File: src/rtl/cpu_mbox_ctl.sv
module cpu_mbox_ctl #(
  parameter int ADDR_W   = 4,
  parameter int REG_ADDR = 4
) (
  input  logic              clk,
  input  logic              rst_n,
  input  logic              mbox_en,
  input  logic              bus_wr,
  input  logic [ADDR_W-1:0] bus_addr,
  input  logic [7:0]        bus_wdata,
  output logic [7:0]        rd_data,
  input  logic              rxb_consumed,
  input  logic [1:0]        txb_load,
  input  logic              txf_has_data,
  input  logic              rxf_has_space,
  input  logic              txf_eof,
  input  logic              cpu_fifo_wr,
  output logic              rxb_done_p,
  output logic [1:0]        txb_done_p,
  output logic              txf_rxdone_p,
  output logic              rxf_realign_p,
  output logic              fifo_wr_last
);
  localparam logic [ADDR_W-1:0] ADDR = ADDR_W'(REG_ADDR);

  logic       sel, hit;
  logic [4:0] cmd, strobe_q;
  logic       rxb_rdy_q, eof_pend_q;
  logic [1:0] txb_rdy_q, rsv_q;

  assign sel = mbox_en && (bus_addr == ADDR);
  assign hit = sel && bus_wr;
  assign cmd = hit ? {bus_wdata[5], bus_wdata[3:0]} : 5'd0;

  always_ff @(posedge clk) begin
    if (!rst_n) begin
      strobe_q   <= '0;
      rxb_rdy_q  <= 1'b0;
      txb_rdy_q  <= '0;
      eof_pend_q <= 1'b0;
      rsv_q      <= '0;
    end else begin
      strobe_q   <= cmd;
      rxb_rdy_q  <= (rxb_rdy_q | rxb_consumed) & ~cmd[0];
      txb_rdy_q  <= (txb_rdy_q | txb_load) & ~cmd[2:1];
      eof_pend_q <= (hit && bus_wdata[4]) ||
                    (eof_pend_q && !(cpu_fifo_wr && mbox_en));
      if (hit) rsv_q <= bus_wdata[7:6];
    end
  end

  assign rxb_done_p    = strobe_q[0];
  assign txb_done_p    = strobe_q[2:1];
  assign txf_rxdone_p  = strobe_q[3];
  assign rxf_realign_p = strobe_q[4];
  assign fifo_wr_last  = cpu_fifo_wr && mbox_en && eof_pend_q;

  assign rd_data = sel ? {rsv_q, txf_eof, rxf_has_space, txf_has_data, txb_rdy_q, rxb_rdy_q}
                       : 8'h00;
endmodule


File: config.mk
export PLATFORM = sky130hd
export DESIGN_NAME = cpu_mbox_ctl
export DESIGN_NICKNAME = d
export VERILOG_FILES = /design/src/rtl/cpu_mbox_ctl.sv
export SDC_FILE = /design/constraint.sdc
export NUM_CORES = 1
export LEC_CHECK = 0
export CAP_MARGIN = 10
export CORE_MARGIN = 8
export CORE_UTILIZATION = 25
export CTS_CLUSTER_SIZE = 30
export DETAILED_ROUTE_END_ITERATION = 7
export GPL_TIMING_DRIVEN = 0
export PLACE_DENSITY = 0.69
export SLEW_MARGIN = 20
export SYNTH_ARGS = -nofsm -noshare
export SYNTH_HDL_FRONTEND = slang
export SYNTH_SLANG_ARGS = --single-unit
File: constraint.sdc
create_clock -name clk -period 1.2 [get_ports clk]
set_clock_uncertainty 0.2 [all_clocks]
set_input_delay 0.24 -clock clk [delete_from_list [all_inputs] [get_ports clk]]
set_output_delay 0.24 -clock clk [all_outputs]
set_load 0.05 [all_outputs]
* Word level (Yosys, flattened, before mapping)
Cells that the tools add are included.
Storage, ports and cells: bits of input ports 23, output and inout port bits 14, flip-flop bits (word level) 11, bits in read-only memories 0, memory bits (writable) 0, memories kept 0, latch bits 0
Operators by class: bitwise logic cells 6, $add $sub $neg 0, reduce and logical (&&, ||, !) cells 9, shift operators 0, $mul 0, muxes and demuxes 2, equality and inequality tests 1, div/mod/pow operators 0, $lt $le $gt $ge 0
Operator list (count):
- 2-to-1 mux 8 bit | 1
- logical AND 1 bit | 6
- == test 4 x 3 -> 1 bit, second input constant | 1
- 2-to-1 mux 3 bit | 1
- AND 2 bit | 1
- NOT 2 bit | 1
- OR 2 bit | 1
- AND reduction 2 bit | 1
- AND 1 bit | 1
- zero test 1 bit | 1
- logical OR 1 bit | 1
- NOT 1 bit | 1
- OR 1 bit | 1

* Longest topological paths before layout
Gate-level depths: netlist (run 1).
depth in word-level cells 6, depth in mapped cells 4

* Worst setup path before layout (run 1)
OpenSTA, ideal clock, no wires.
path type input -> output, from in bus_addr[3], to out rd_data[0], cell stages on the path 2, path slack -0.286 ns, arrival 1.046 ns, data required time 0.760 ns, cells stage by stage nor4_4 and2_1
Between the ends: word-level cells in the longest chain between the ends 3
Ends and longest elaborated chain:
- start: declaration | RTL line 9 | input logic [ADDR_W-1:0] bus_addr,
- == test 4 x 3 -> 1 bit | RTL line 31 | assign sel = mbox_en && (bus_addr == ADDR);
- logical AND 1 bit | RTL line 31
- 2-to-1 mux 8 bit | RTL line 58 | assign rd_data = sel ? {rsv_q, txf_eof, rxf_has_space, txf_has_data, txb_rdy_q, rxb_rdy_q}
- end: declaration | RTL line 11 | output logic [7:0] rd_data,
No other way between the ends.

* Worst setup path in the final report (run 1)
from in bus_addr[3], to out rd_data[2]
Same word-level chain as after synthesis.

==> summary.md, run 1 <==
| Metric | Value |
|---|---|
| Outcome | finished with violations |
| Failing checks | setup timing |
| Grt peak-use layer | met2 |
| Wirelength, routed | 1.691 mm |
| Die H | 58.39 um |
| Final hold violation count | 0 |
| Area leader, netlist | dfxtp_1 |
| Number of flops mapped to enable cells by yosys | 0 |
| Power Dens Cells | 742.8 nW/um2 |
| Fmax | 655.3 MHz |
| Startpoint Class | input pin |
| Post-synthesis compound-gate area fraction | around a tenth |
| Row Count | 15 |
| PortBufs | 36 |
| Yosys warns | 0 |
| Slew Limit Headroom | 85.36% |
| Hold WC Path Type | in -> reg |
| Worst path arrival time | 1.09 ns |
| Fraction of layout cells with a size suffix above 1 | 52.75% |
| Adder-Cell Fraction of Synth Area | 0% |
| Final Slew Violations | 0 |
| Post-route setup slack | -0.3260 ns |
| Tot GR Track Use | 9.428% |
| M2 GR Usage | around 16% |
| # DRC | 0 |
| Post-Synth XOR/XNOR Area | 0% |
| Post-Synth Simple-Gate Area | about a third |
| Hold path depth | 4 |
| Clk buf depth | 2 |
| First-pass GRT wire length | 2.456 mm |
| Register area share after synthesis | 49.03% |
| Syn Nets | 69 |
| Mapped Cells | 46 |
| Dominant cells by area after synthesis | dfxtp_1 49%, and2_1 11%, and3_1 8.4% |
| Final setup viols | 9 |
| Worst Setup SP | bus_addr[3] |
| Drt first pass iters | 4 |
| Number of synthesized register bits | 11 |
| Tightest Pin Transition | 0.2180 ns |
| CTS tree | built |
| Area Overhead vs Synth | 128.1% |
| Reg2reg path depth | 3 |
| Area share of the largest cell type after synthesis | 49.03% |
| Top post-synthesis cells by count | 11 x dfxtp_1, 8 x and2_1, 6 x and3_1, 6 x nand2_1, 4 x a21oi_1 |
| Nets | 115 |
| Cell count after placement | 107 |
| Met1 Use GR | 9.375% |
| R2R Path Start | eof_pend_q |
| DIE WIDTH | 58.39 um |
| Max-Cap Viols | 0 |
| Htree depth | 1 |
| Dominant cell by count in the synthesized netlist | dfxtp_1 |
| Worst Path Max Fanout | 5 |
| Grt met3 use | 5.652% |
| DR vias/cell | approximately 4.3 |
| Hold_buf cts | 0 |
| Clock Sinks | 11 |
| Minimum clock period | between 1.5 and 2 ns |
| Root Buffer | clkbuf_4 |
| Setup Slack @ Placement | -1.450 ns |
| CTS buffer count | 3 |
| CP Capture Type | output pin |
| Vias in the first global route | a little under 500 |
| Hold Startpoint | bus_addr[1] |
| FFs w/ async S/R, synth | 0% |
| Worst skew pair latency | 0.26 ns |
| Initial drt markers | 9 |
| Die area | 3409 um2 |
| Clock Pin Slew Worst Setup and Hold Paths | 0.07 ns |
| CP required | 0.76 ns |
| Vias post-DR | 503 |
| # diodes | 0 |
| I/O pin cnt | 37 |
| Syn Area/Cell | 9.765 um2 |
| Predominant post-synthesis flop cell | dfxtp_1 |
| Lkg Pwr | about 0.46 nW |
| RSZ-0062 raised after global routing | true |
| RePlAce Congestion | 0.7299 |
| Hpwl dp | between 1 and 1.5 mm |
| IR drop worst, VDD | 0.8384 mV |
| Final ANT Viol Nets | 0 |
| Final cell count without fillers | 116 |
| Core area | 1708 um2 |
| WS Path Type | in -> out |
| Initial Util | 26.30% |
| Cell area after synthesis | 449.2 um2 |
| Mux share of post-synthesis cell area | 4.457% |
| Largest net degree at the start of global routing | 11 |
| DR WL/cell | 14.58 um |
| Largest family of logic cells by synthesized area | simple AND/OR/NAND/NOR gates |
| Overflow after GRT | 0 |
| Netlist cell types | 13 |
| Fin crit share | 127.2% |
| Antenna violations before repair | 0 |
| Total power | 0.7612 mW |
[critical path, stage by stage]
cell and delay [ns]:
buf_6 0.10, nor4_4 0.28, buf_4 0.19, and2_4 0.15, buf_8 0.14
[flip-flops by register name, indices dropped and copies added (netlist names)]
signal / count
eof_pend_q: 1
rsv_q: 2
rxb_rdy_q: 1
strobe_q: 5
txb_rdy_q: 2
[path summary, 6_finish.rpt]
check / end / slack (ns)
hold reg to reg: rsv_q[0] / 0.26
setup / recovery: rd_data[2] / -0.33
hold / removal: rsv_q[0] / 0.19
setup reg to reg: eof_pend_q / 0.29
[cell usage in the layout, fill, tap and decap left out]
cell / n
clkdlybuf4s50_1: 14
buf_8: 14
and2_4: 8
dfxtp_2: 6
buf_6: 5
nand2_1: 5
and3_1: 5
dfxtp_1: 5
a21oi_1: 4
buf_4: 4
o21ai_0: 3
clkbuf_4: 3
dlygate4sd2_1: 3
mux2i_1: 2
buf_2: 2
nand2_4: 1
nor4_4: 1
and3_4: 1
nand4b_1: 1
nor3_4: 1
clkbuf_8: 1
a31o_2: 1
clkbuf_1: 1
[cell type report]
class,instances,area (um2)
multi-input combinational,33,252.7
timing repair buffer,41,461.7
fill,136,683.2
clock buffer,4,26.28
tap,25,31.28
sequential,11,227.7
buffer,2,25.02
[metal layers]
metal,vias up,part of all wire (%)
li1,250,-
met5,-,0
met3,0,7.7
met1,236,36
met2,17,56
met4,0,0
[cells by family after synthesis]
family,Yosys count
compound gates,8
buf+inv,2
flops,11
mux,2
simple gates,23
[report_power, final]
part           switching, mW  total, mW  internal [mW]
registers            0.00411      0.378          0.373
clock network          0.118      0.247          0.129
logic                 0.0504      0.137         0.0866
total                  0.173      0.761          0.589
[stage by stage]
step / util [%] / setup TNS (ns) / cell area (um2) / hold slack, ns
3_5_place_dp: 49.82 / -19.41 / 850.8 / 0.2474
6_report: 60.00 / -2.656 / 1025 / 0.1934
5_1_grt: 60.00 / -3.132 / 1025 / 0.1857
3_3_place_gp: 49.82 / -19.25 / 850.8 / 0.2397
2_1_floorplan: - / -1.308 / 459.2 / 0.1301
4_1_cts: 57.36 / -2.713 / 979.7 / 0.2358
[repair_timing]
| action | CTS | global route |
|---|---|---|
| resized for setup | 148 | 15 |
| setup buffers | 4 | 0 |
| pin swaps | 11 | 2 |
| cloned | 1 | 0 |
| endpoints found under the setup margin | 25 | 20 |
(Power assumes the default switching activity.)
==> inputs of run 2 (changes only) <==
--- a/config.mk
+++ b/config.mk
@@ -10,8 +10,10 @@
 export CORE_UTILIZATION = 25
 export CTS_CLUSTER_SIZE = 30
 export DETAILED_ROUTE_END_ITERATION = 7
+export DONT_BUFFER_PORTS = 1
 export GPL_TIMING_DRIVEN = 0
-export PLACE_DENSITY = 0.69
+export PLACE_DENSITY = 0.42
+export SKIP_LAST_GASP = 1
 export SLEW_MARGIN = 20
 export SYNTH_ARGS = -nofsm -noshare
 export SYNTH_HDL_FRONTEND = slang
==> run 2 against run 1 <==
Sequential power shrank 3%. Core utilization shrank 19 points. The run still ends with setup timing left. Fmax grew 12%. First-iteration DRC count shrank 33%. Largest power group unchanged. Combinational power shrank 50%.
==> summary.md, run 2 (synthesized netlist as in run 1, its figures left out) <==
| Metric | Value |
|---|---|
| DIE WIDTH | slightly below 60 um |
| Commonest non-fill, non-tap cell in the layout | dlygate4sd3_1 |
| Worst skew pair latency | about 0.26 ns |
| DR vias/cell | between 4 and 5 |
| CP Capture Type | output pin |
| Tot GR Track Use | 7.980% |
| Setup Slack @ Placement | -0.3153 ns |
| Final Slew Violations | 0 |
| DR WL/cell | 14.23 um |
| Overflow after GRT | 0 |
| Nets | 89 |
| Fill cell count | ~170 |
| Die area | 3409 um2 |
| Initial drt markers | 6 |
| # diodes | 0 |
| Slew Limit Headroom | about three quarters |
| Vias post-DR | between 300 and 400 |
| Clock Pin Slew Worst Setup and Hold Paths | 0.07 ns |
| Wirelength, routed | 1.281 mm |
| Largest net degree at the start of global routing | 11 |
| Worst path arrival time | roughly 0.92 ns |
| Minimum clock period | around 1.4 ns |
| # DRC | 0 |
| Row Count | 15 |
| Core area | 1708 um2 |
| Post-route setup slack | -0.1590 ns |
| Final ANT Viol Nets | 0 |
| RePlAce Congestion | 0.6225 |
| Failing checks | setup timing |
| Power Dens Cells | about 1000 nW/um2 |
| CTS tree | built |
| Tightest Pin Transition | between 0.3 and 0.4 ns |
| Lkg Pwr | 0.2861 nW |
| RSZ-0062 raised after global routing | true |
| Vias in the first global route | 433 |
| Largest Register | strobe_q |
| PortBufs | 0 |
| Max reg flops | 5 |
| Clk buf depth | 2 |
| Clock Sinks | 11 |
| Max-Cap Viols | 0 |
| IR drop worst, VDD | 0.3228 mV |
| Drt first pass iters | 4 |
| Htree depth | 1 |
| Hold WC Path Type | in -> reg |
| WS Path Type | in -> out |
| Fmax | 735.8 MHz |
| Root Buffer | clkbuf_4 |
| Startpoint Class | input pin |
| Die H | 58.39 um |
| CTS buffer count | 3 |
| CP required | 0.76 ns |
| Total power | between 0.6 and 0.7 mW |
| Most frequent cells in the layout | 13 x dlygate4sd3_1, 8 x and2_4, 6 x nand2_1 |
| Fin crit share | 113.3% |
| Fraction of layout cells with a size suffix above 1 | 38.46% |
| Outcome | finished with violations |
| Worst Path Max Fanout | 5 |
| Final hold violation count | 0 |
| I/O pin cnt | 37 |
| Initial Util | 26.30% |
| Final setup viols | 9 |
| First-pass GRT wire length | 2.014 mm |
| Antenna violations before repair | 0 |
| Area Overhead vs Synth | 55.43% |
| Top Registers | strobe_q: 5 flops, rsv_q: 2 flops, txb_rdy_q: 2 flops |
run 2: timing repair:
action                                  CTS  global route
endpoints found under the hold margin    11             0
hold buffers                             13             0
pin swaps                                 7             2
resized for setup                        19             2
buffers inserted                          2             0
endpoints found under the setup margin   14            10
run 2: path summary, 6_finish.rpt:
check,slack [ns],cells after the start,startpoint,end
hold reg to reg,0.26,2,rsv_q[0],rsv_q[0]
setup / recovery,-0.16,3,bus_addr[3],rd_data[4]
hold / removal,0.02,2,cpu_fifo_wr,eof_pend_q
setup reg to reg,0.29,3,eof_pend_q,eof_pend_q
run 2: power breakdown:
group	switching, mW	total (mW)	internal [mW]
registers	0.00599	0.368	0.362
logic	0.0278	0.0689	0.0410
clock network	0.126	0.249	0.123
total	0.160	0.687	0.527
run 2: cell type report:
type / count / area (um2) / share of cell area [%]
Clock inverter: 1 / 5.005 / 0.7168
Sequential cell: 11 / 240.2 / 34.41
Tap cell: 25 / 31.28 / 4.480
Timing Repair Buffer: 15 / 145.1 / 20.79
Clock buffer: 3 / 22.52 / 3.226
Multi-Input combinational cell: 33 / 239.0 / 34.23
Buffer: 2 / 15.01 / 2.151
run 2: worst max-delay path, stage by stage:
cell,delay [ns]
nor4_4,0.27
buf_4,0.18
and2_4,0.23
run 2: routing by layer:
metal	wire [um]	track usage [%]	share of wire (%)
met5	0	0	0
met1	446	7.205	35
met4	27	7.343	2.1
met2	647	13.23	51
met3	161	3.478	13
run 2: through the flow:
step	setup TNS [ns]	area (um2)	std cells	utilization (%)	hold slack, ns
5_1_grt	-1.615	698.2	90	40.88	0.01917
3_5_place_dp	-2.522	490.5	71	28.72	0.1372
6_report	-1.324	698.2	90	40.88	0.02483
4_1_cts	-1.303	694.4	90	40.66	0.01479
3_3_place_gp	-2.562	490.5	71	28.72	0.1329
2_1_floorplan	-1.308	459.2	46	-	0.1301
==> inputs of run 3 (changes only) <==
==> constraint.sdc (replaced) <==
create_clock -name clk -period 1.51 [get_ports clk]
set_clock_uncertainty 0.2 [all_clocks]
set_input_delay 0.302 -clock clk [delete_from_list [all_inputs] [get_ports clk]]
set_output_delay 0.302 -clock clk [all_outputs]
set_load 0.05 [all_outputs]
==> run 3 against run 2 <==
The flow now finishes without violations. Highest routed layer is now met3. Design area down 9.3%. Routed wire length decreased by 0.62%. Combinational power is 33% lower. Total power fell by 21%. Global-route usage fell by 0.45 points. Clock power fell by 21%. Sequential share of layout area grew 0.37 points.
==> summary.md, run 3 (synthesized netlist as in run 1, its figures left out) <==
| Metric | Value |
|---|---|
| Largest Register | strobe_q |
| CP delay by family, top | simple AND/OR/NAND/NOR gates |
| # DRC | 0 |
| Clk buf depth | 2 |
| Vias in the first global route | 392 |
| Wirelength, routed | 1.273 mm |
| Worst path max stage delay | 0.27 ns |
| Clk pwr share | 36.0% |
| Minimum clock period | 1.495 ns |
| Area Overhead vs Synth | 40.95% |
| Net Sw Frac | 21.91% |
| Initial drt markers | 1 |
| Die area | 3409 um2 |
| M2 GR Usage | a little under an eighth |
| Grt met3 use | 7.391% |
| Reg power frac | 55.4% |
| Reg2reg end | eof_pend_q |
| Grt peak-use layer | met2 |
| Tightest Pin Transition | between 0.4 and 0.5 ns |
| Row Count | 15 |
| # diodes | 0 |
| PortBufs | 0 |
| WS Path Type | in -> out |
| DR vias/cell | 4.558 |
| CP max-delay cell | nor4_4 |
| Antenna violations before repair | 0 |
| RSZ-0062 raised after global routing | true |
| CP required | 1.01 ns |
| Vias post-DR | 392 |
| Power Dens Cells | 858.8 nW/um2 |
| Worst Path Max Fanout | 5 |
| Final hold violation count | 0 |
| Met1 Use GR | 7.196% |
| Hold EP | rxb_rdy_q |
| Root Buffer | clkbuf_4 |
| Hold WC Path Type | in -> reg |
| Final Cell Area | ~630 um2 |
| Final ANT Viol Nets | 0 |
| Nets | 85 |
| Psw | roughly 0.12 mW |
| Htree depth | 1 |
| Overflow after GRT | 0 |
| Tot GR Track Use | under 10% |
| Hold path depth | 2 |
| Max-Cap Viols | 0 |
| Area after DPL | 490.5 um2 |
| Critical path, cell by cell | nor4_4, buf_4, and2_4 |
| Top Registers | strobe_q: 5 flops, rsv_q: 2 flops, txb_rdy_q: 2 flops |
| Core area | 1708 um2 |
| Worst path arrival time | 0.99 ns |
| DIE WIDTH | 58.39 um |
| Final setup viols | 0 |
| CTS buffer count | 3 |
| Fraction of layout cells with a size suffix above 1 | 29.51% |
| Internal power | between 0.4 and 0.5 mW |
| R2R Path Start | eof_pend_q |
| IR drop worst, VDD | 0.5564 mV |
| Hold_ws | 0.02872 ns |
| CTS tree | built |
| I/O pin cnt | 37 |
| Seq. cell area | 220.2 um2 |
| CP Capture Type | output pin |
| Reg2reg path depth | 3 |
| Clock Pin Slew Worst Setup and Hold Paths | 0.07 ns |
| RePlAce Congestion | 0.5770 |
| Fmax | 668.9 MHz |
| Drt first pass iters | 2 |
| Slew Limit Headroom | 67.00% |
| Fill cell count | 184 |
| Fin crit share | 99.01% |
| Initial Util | 26.30% |
| Worst skew pair latency | roughly 0.26 ns |
| Most frequent cells in the layout | 11 x dfxtp_1, 9 x dlygate4sd3_1, 8 x and2_4 |
| Multi-input logic area | around 240 um2 |
| R2r setup slk | 0.61 ns |
| Commonest non-fill, non-tap cell in the layout | dfxtp_1 |
| DR WL/cell | 14.80 um |
| Die H | 58.39 um |
| Lkg Pwr | 0.2636 nW |
| Final Slew Violations | 0 |
| Hold Startpoint | rxb_consumed |
| Clock Sinks | 11 |
| Outcome | finished clean |
| Startpoint Class | input pin |
| WP buf/inv | 1 |
| Logic pwr share | 8.6% |
| Hpwl dp | 973.9 um |
| First-pass GRT wire length | 1.932 mm |
| Setup TNS Final | 0 ns |
| Max reg flops | 5 |
| Largest net degree at the start of global routing | 11 |
run 3: layout make-up:
type | count | area share, %
clock buffer | 4 | 4.150
buffer | 2 | 2.372
multi-input combinational | 33 | 37.15
tap | 25 | 4.941
timing repair buffer | 11 | 16.60
sequential | 11 | 34.78
run 3: routing by layer:
layer,wire length (um),share of wire (%)
met4,0,0
met1,469,37
met5,0,0
met2,547,43
met3,257,20
run 3: how the worst max path moves through the flow:
stage	start	end	slack (ns)	cells after the start
final	bus_addr[0]	rd_data[2]	0.01	3
after global routing	bus_addr[0]	rd_data[2]	-0.006	3
after CTS	bus_addr[0]	rd_data[2]	0.02	3
after detailed placement	bus_addr[3]	rd_data[2]	-0.17	2
after global placement	bus_addr[3]	rd_data[0]	-0.15	2
after floorplan	bus_addr[3]	rd_data[0]	0.02	2
run 3: through the flow:
stage	std cells	total power [mW]	setup WS, ns	utilization (%)
3_5_place_dp	71	0.3322	-0.1695	28.72
5_1_grt	86	0.5817	-0.005781	37.07
2_1_floorplan	46	0.3278	0.02256	-
4_1_cts	86	0.5616	0.02033	37.07
6_report	86	0.5437	0.01494	37.07
3_3_place_gp	71	0.3315	-0.1452	28.72
run 3: repair_timing:
action | in CTS | in global routing
endpoints found under the setup margin | 9 | 5
pin swaps | 1 | 4
setup buffers | 2 | 0
resized for setup | 9 | 0
hold buffers | 9 | 0
endpoints found under the hold margin | 11 | 0
run 3: power groups by stage:
stage / Sequential, mW / Clock, mW / Combinational, mW
finish: 0.301 / 0.196 / 0.0465
global route: 0.302 / 0.228 / 0.0514
CTS: 0.301 / 0.213 / 0.0476
detailed placement: 0.308 / 0 / 0.0246
global placement: 0.307 / 0 / 0.0241
floorplan: 0.307 / 0 / 0.0210
